File: src/rtl/autobaud_boot.sv
module autobaud_boot #(
  parameter int CNT_W    = 18,
  parameter int MIN_IDLE = 256,
  parameter int MIN_LOW  = 2048,
  parameter int TOL_SH   = 4
) (
  input  logic               clk,
  input  logic               rst_n,
  input  logic               rxd,
  output logic               txd,
  output logic               locked,
  output logic               error,
  output logic [CNT_W-4:0]   divisor
);
  localparam int DIV_W  = CNT_W - 3;
  localparam int IDLE_W = $clog2(MIN_IDLE + 1);
  localparam logic [CNT_W-1:0] CNT_MAX = '1;

  typedef enum logic [3:0] {
    S_IDLE, S_LOW, S_TX, S_HUNT, S_WAIT, S_START, S_DATA, S_STOP, S_LOCK, S_FAIL
  } state_t;

  state_t            state;
  logic              rx_m, rx_s;
  logic [CNT_W-1:0]  cnt;
  logic [IDLE_W-1:0] idle_cnt;
  logic              have_first;
  logic [DIV_W-1:0]  div_first, div_q, tmr, div_new, diff;
  logic [3:0]        bitn;
  logic [7:0]        shreg;
  logic              run_ok, agree, tick, half_tick;

  assign div_new   = DIV_W'(({1'b0, cnt} + (CNT_W+1)'(4)) / (CNT_W+1)'(9));
  assign diff      = (div_new >= div_first) ? div_new - div_first : div_first - div_new;
  assign run_ok    = (cnt >= CNT_W'(MIN_LOW)) && (cnt != CNT_MAX);
  assign agree     = have_first && (diff <= (div_first >> TOL_SH));
  assign tick      = (tmr == div_q - DIV_W'(1));
  assign half_tick = (tmr == (div_q >> 1) - DIV_W'(1));

  assign txd     = !((state == S_TX) && (bitn < 4'd9));
  assign locked  = (state == S_LOCK);
  assign error   = (state == S_FAIL);
  assign divisor = div_q;

  always_ff @(posedge clk or negedge rst_n) begin
    if (!rst_n) begin
      rx_m <= 1'b1;
      rx_s <= 1'b1;
    end else begin
      rx_m <= rxd;
      rx_s <= rx_m;
    end
  end

  always_ff @(posedge clk or negedge rst_n) begin
    if (!rst_n) begin
      state      <= S_IDLE;
      cnt        <= '0;
      idle_cnt   <= '0;
      have_first <= 1'b0;
      div_first  <= '0;
      div_q      <= '0;
      tmr        <= '0;
      bitn       <= '0;
      shreg      <= '0;
    end else begin
      case (state)
        S_IDLE: begin
          if (rx_s) begin
            if (idle_cnt != IDLE_W'(MIN_IDLE)) idle_cnt <= idle_cnt + IDLE_W'(1);
          end else if (idle_cnt == IDLE_W'(MIN_IDLE)) begin
            state <= S_LOW;
            cnt   <= CNT_W'(1);
          end else begin
            idle_cnt <= '0;
          end
        end
        S_LOW: begin
          if (!rx_s) begin
            if (cnt != CNT_MAX) cnt <= cnt + CNT_W'(1);
          end else begin
            idle_cnt <= IDLE_W'(1);
            state    <= S_IDLE;
            if (run_ok) begin
              if (agree) begin
                div_q <= div_new;
                state <= S_TX;
                tmr   <= '0;
                bitn  <= '0;
              end else begin
                div_first  <= div_new;
                have_first <= 1'b1;
              end
            end
          end
        end
        S_TX: begin
          tmr <= tick ? '0 : tmr + DIV_W'(1);
          if (tick) begin
            if (bitn == 4'd9) begin
              state <= S_HUNT;
              tmr   <= '0;
            end else begin
              bitn <= bitn + 4'd1;
            end
          end
        end
        S_HUNT: begin
          if (!rx_s) tmr <= '0;
          else if (tick) state <= S_WAIT;
          else tmr <= tmr + DIV_W'(1);
        end
        S_WAIT: begin
          if (!rx_s) begin
            state <= S_START;
            tmr   <= '0;
          end
        end
        S_START: begin
          if (half_tick) begin
            tmr  <= '0;
            bitn <= '0;
            state <= rx_s ? S_WAIT : S_DATA;
          end else begin
            tmr <= tmr + DIV_W'(1);
          end
        end
        S_DATA: begin
          tmr <= tick ? '0 : tmr + DIV_W'(1);
          if (tick) begin
            shreg <= {rx_s, shreg[7:1]};
            if (bitn == 4'd7) state <= S_STOP;
            else bitn <= bitn + 4'd1;
          end
        end
        S_STOP: begin
          tmr <= tick ? '0 : tmr + DIV_W'(1);
          if (tick) state <= (rx_s && shreg == 8'h55) ? S_LOCK : S_FAIL;
        end
        default: state <= state;
      endcase
    end
  end
endmodule


File: config.mk
export PLATFORM = sky130hd
export DESIGN_NAME = autobaud_boot
export DESIGN_NICKNAME = d
export VERILOG_FILES = /design/src/rtl/autobaud_boot.sv
export SDC_FILE = /design/constraint.sdc
export NUM_CORES = 1
export LEC_CHECK = 0
export BUFFER_PORTS_ARGS = -buffer_cell sky130_fd_sc_hd__buf_2
export CORE_ASPECT_RATIO = 1.2
export CORE_MARGIN = 5
export CORE_UTILIZATION = 60
export CTS_CLUSTER_DIAMETER = 60
export DETAILED_ROUTE_END_ITERATION = 10
export PLACE_DENSITY = 0.84
export SETUP_SLACK_MARGIN = 0.4
export SLEW_MARGIN = 20
export SYNTH_ARGS = -nofsm -noshare
export SYNTH_HDL_FRONTEND = slang
export SYNTH_SLANG_ARGS = --single-unit
File: constraint.sdc
create_clock -name clk -period 34.3 [get_ports clk]
set_input_delay 3.43 -clock clk [delete_from_list [all_inputs] [get_ports clk]]
set_output_delay 3.43 -clock clk [all_outputs]
set_load 0.05 [all_outputs]
After elaboration in Yosys (flattened, before gate mapping)
Cells that the tools add are included.
- output and inout port bits: 18
- input bits: 3
- word-level logic and storage cells: 131
- register bits after elaboration: 91
- add/sub/neg operators: 9
- order comparisons: 4
- equal/unequal tests: 38
- divide/modulo/power cells: 1
- bitwise gates (word level): 1
- multiplexer cells: 48
- reduce and logical (&&, ||, !) cells: 19
- operators with widths (operator ; count):
    2-to-1 mux 15 bit ; 11
    case mux 15 bit (6 select lines) ; 1
    2-to-1 mux 4 bit ; 20
    2-to-1 mux 18 bit ; 4
    2-to-1 mux 9 bit ; 4
    case mux 18 bit (2 select lines) ; 1
    inequality test 2 bit, second input constant ; 17
    case mux 4 bit (8 select lines) ; 1
    == test 15 bit ; 2
    subtractor 15 bit ; 2
    == test 4 x 3 -> 1 bit, second input constant ; 5
    adder 18 x 3 -> 19 bit, second input constant ; 1
    divider 19 x 4 -> 19 bit, second input constant ; 1
    adder 18 x 1 -> 18 bit, second input constant ; 1
    >= comparator 18 x 12 -> 1 bit, second input constant ; 1
    inequality test 18 bit, second input constant ; 1
    case mux 9 bit (2 select lines) ; 1
    case mux 4 bit (4 select lines) ; 1
    adder 15 x 1 -> 15 bit, second input constant ; 1
    >= comparator 15 bit ; 1
    <= comparator 15 x 11 -> 1 bit ; 1
    subtractor 14 x 1 -> 15 bit, second input constant ; 1
    subtractor 15 x 1 -> 15 bit, second input constant ; 1
    AND reduction 13 bit ; 1
    27 further kinds ; 39

Longest topological paths before layout
- word-level depth: 10
- gate-level depth with buffers: 67

Worst setup path after synthesis
Ideal clock, no wire load.
- kind: register -> register
- start: register cnt[2]
- end: register div_q[10] (netlist: divisor[10])
- stages on the path, launching flop included: 63
- period minus slack after synthesis: 12858 ps
- required time: 34172 ps
- library setup time: 128 ps
- slack: 21442 ps
- data arrival time: 12730 ps
- cells stage by stage: dfrtp_1 -> ha_1 -> buf_2 -> nand4_4 -> nor4_4 -> xor2_2 -> nor2_1 -> buf_2 -> nor4_1 -> a211oi_1 -> maj3_1 -> xnor2_1 -> a2111o_1 -> a31o_1 -> a21oi_1 -> o41ai_2 -> or3_1 -> buf_4 -> (+27 left out) -> ha_1 -> o21a_1 -> o21ai_0 -> nand2b_1 -> a21oi_1 -> nor2b_1 -> o21ai_0 -> nand2b_1 -> a21oi_1 -> o21ai_0 -> o31ai_1 -> and3_1 -> mux2i_1 -> or2_2 -> buf_1 -> nor4_4 -> buf_6 -> mux2_1
- longest elaborated chain between the ends: 7
- elaborated cells between the ends (all ways): 12
- those cells by class: add/sub: 3; div: 1; order compare: 3; eq/ne: 1; mux: 1; reduce/logical: 3
- RTL lines (item ; line ; text):
    from (decl) ; 25 ; logic [CNT_W-1:0] cnt;
    from (signal assigned) ; 80 ; if (cnt != CNT_MAX) cnt <= cnt + CNT_W'(1);
    adder 18 x 3 -> 19 bit * ; 33 ; assign div_new = DIV_W'(({1'b0, cnt} + (CNT_W+1)'(4)) / (CNT_W+1)'(9));
    divider 19 x 4 -> 19 bit * ; 33 ;
    via div_new[8] ; 28 ; logic [DIV_W-1:0] div_first, div_q, tmr, div_new, diff;
    subtractor 15 bit or >= comparator 15 bit (tied branches) ; 34 ; assign diff = (div_new >= div_first) ? div_new - div_first : div_first - div_new;
    2-to-1 mux 15 bit * ; 34 ;
    <= comparator 15 x 11 -> 1 bit * ; 36 ; assign agree = have_first && (diff <= (div_first >> TOL_SH));
    logical AND 1 bit * ; 36 ;
    AND reduction 4 bit (no line) * ; -- ;
    to (signal assigned) ; 86 ; div_q <= div_new;
    to (decl) ; 28 ;
The timed path passes the listed nets; every way through them passes the cells marked *.
A chain may end at the register's enable or synchronous reset.

Final worst setup path
- start: register cnt[2]
- end: register div_q[8] (netlist: divisor[8])
Same word-level chain as after synthesis.

==> flow_metrics.tcl <==
set metrics [dict create \
    antenna_found_initial 0 \
    nets 1251 \
    drt-initial-drc-count 984 \
    yosysMostFrequentCell "nor2_1" \
    clk_latency_ps 360 \
    fin_crit_sh 0.4464 \
    endpoint_kind "flip-flop" \
    cp.required_ps 34530 \
    drive_gt1_frac 0.08445 \
    core_mm2 0.01621 \
    synth.largest_area_cell "dfrtp_1" \
    hpwlAfterDp_mm 20.42 \
    yosys.cell_types.count 99 \
    power_density_mw_per_mm2 21.58 \
    cts-resized-gates 0 \
    finalSetupViolCount 0 \
    postSynthAreaPerCell_um2 8.064 \
    area_delta_synth_final_pct 4.101 \
    routed_wl_mm 26.79 \
    clk_pin_slew_ps 80 \
    grt_start_max_net_pins 71 \
    crit_path_max_fanout 12 \
    syn-cell-area_mm2 0.009887 \
    via_count 9445 \
    syn_nets 1286 \
    crit_buf_inv 3 \
    rows 51 \
    io_buffers 20 \
    skew_ps 11.14 \
    via_per_inst 6.708 \
    synth-compound-area-share 0.2498 \
    hold_class "flip-flop to flip-flop" \
    ios 21 \
    hold_viol_final 0 \
    die_x_um 127.2 \
    gp_congestion 1.028 \
    synthCells 1226 \
    cp_data_arrival_time_ps 15540 \
    postCtsSetupBuffers 0 \
    synth_common_cells "96 x nor2_1, 90 x nand2_1, 89 x dfrtp_1" \
    ant_nets 0 \
    max_slew_margin 0.2900 \
    grt_overflow 0 \
    h-tree-depth 3 \
    synth_edf_count 0 \
    initial_core_util 0.6100 \
    reg2reg_slack_ps 18990 \
    cts_buffers 9 \
    slew_violations 0 \
    worst_hold_slack_ps 346.1 \
    status "finished, final reports clean" \
    synth.mux.area_fraction 0.06138 \
    peakVddDrop_mv 0.01856 \
    critical_path_class "flip-flop to flip-flop" \
    leakage_nw 4.658 \
    cts_hold_buf 0 \
    synthXorXnorAreaFrac 0.09339 \
    yosysWarnings 0 \
    dieArea_mm2 0.01916 \
    grt_pass1_wl_mm 44.62 \
    post_drt_wl_per_cell_um 19.03 \
    postLayoutCellArea_mm2 0.01029 \
    setup_tns_ps 0 \
    fmax_mhz 65.31 \
    synthArstFlopShare 1.000 \
    startpoint_type "flip-flop" \
    maxCapViolCount 0 \
    synth-simple-area-share 0.2358 \
    synth_top_family_by_area "compound AO/OA/AOI/OAI gates" \
    ys.flop_type "dfrtp_1" \
    yosys_register_bits 91 \
    cts_tree "built" \
    synthTopCellsByArea "dfrtp_1 23%, ha_1 7.0%, xnor2_1 5.3%, a21oi_1 4.1%, nor2_1 3.6%" \
    yosysTopAreaCellShare 0.2253 \
    drcViolationCount 0 \
    clock_sinks 91 \
    num-fill-cells 1401 \
    grt_usage 0.2816 \
    worst_pin_slew_ps 1062 \
    synth_seq_area_share 0.2306 \
    dpl_cell_area_mm2 0.009970 \
    grt_setup_unrepaired "false" \
    cts-root-buf "clkbuf_16" \
    antenna_cells 0 \
    crit_family "simple AND/OR/NAND/NOR gates" \
    grt_pass1_vias 8955 \
    synth_adder_area_share 0.07466 \
    die_height_um 150.6 \
    slowest_delay_ps 670 \
    clockBufferDepth 2 \
    min_period_ps 15310 \
    slowest_stage "nor2_1" \
    firstDrtPassIters 5 \
]
[kinds of logic after synthesis]
group	after synthesis
adders and majority gates	58
buffers and inverters	130
AOI/OAI and AO/OA	355
DFF	91
muxes	56
xor gates and xnor gates	102
and+or+nand+nor	434
[flip-flops by register name, summed over array words and instances (netlist names)]
signal and cells:
cnt 18, idle_cnt 9, have_first 1, shreg 8, tmr 15, div_first 15, bitn 4, divisor 15
rx_m 1, state 4, rx_s 1
[final cells by class]
cell class              instances  area, um^2  share of cell area
multi-input cells            1005        7083              0.6882
flip-flops and latches         91        2280              0.2215
well taps                     212       265.3             0.02577
inverters                      61       231.5             0.02249
clock buffers                   9       225.2             0.02188
repair buffers                 23       131.4             0.01276
clock inverters                 7       76.32            0.007415
[placed cells by master (no fill, tap or decap), types with 28 or more instances in the layout]
| cell | instances |
|---|---|
| xnor2_1 | 60 |
| a21o_1 | 37 |
| a21oi_1 | 81 |
| nor3_1 | 35 |
| ha_1 | 55 |
| nand3_1 | 58 |
| o21ai_0 | 53 |
| dfrtp_1 | 89 |
| inv_1 | 57 |
| nor2_1 | 96 |
| xor2_1 | 38 |
| mux2i_1 | 28 |
| nand2_1 | 90 |
[metal layers]
layer | vias up | share of wire | wire, um | GRT usage
met1 | 4546 | 0.41 | 10950 | 0.3438
li1 | 4438 | - | - | -
met2 | 376 | 0.50 | 13490 | 0.5072
met3 | 85 | 0.051 | 1353 | 0.03371
met5 | - | 0 | 0 | 0
met4 | 0 | 0.037 | 996 | 0.1057
[worst reg2reg max path, delay by kind of cell, from the launching register on]
kind                       cells  cell delay, ps
adders and majority gates      4            1270
DFF                            1             640
buffers and inverters          3             570
muxes                          8            2690
and+or+nand+nor               21            5500
xor gates and xnor gates       1             190
AOI/OAI and AO/OA             21            4340
[report_power, final]
part / internal (mW) / switching, mW / leakage, nW / total (mW)
registers: 0.109 / 0.00210 / 1.26 / 0.111
logic: 0.00271 / 0.00534 / 3.25 / 0.00805
clock network: 0.0520 / 0.0512 / 0.149 / 0.103
[stage by stage]
step                      utilization  cells  total power, mW  setup WS [ps]
after floorplan                     -   1226           0.1169          21440
after global placement         0.6150   1391           0.1205          19320
after detailed placement       0.6151   1391           0.1212          19140
after CTS                      0.6337   1407           0.2242          18990
after global routing           0.6350   1408           0.2299          17680
final                          0.6350   1408           0.2222          18990
[worst paths after layout]
check	from	to	cells past startpoint
setup / recovery	cnt[2]	divisor[8]	58
hold / removal	rx_m	rx_s	0
setup reg to reg	cnt[2]	divisor[8]	58
hold reg to reg	rx_m	rx_s	0
max in group asynchronous	rst_n	cnt[16]	2
min in group asynchronous	rst_n	tmr[10]	1
Note: power is estimated with default switching activity, not from simulation.
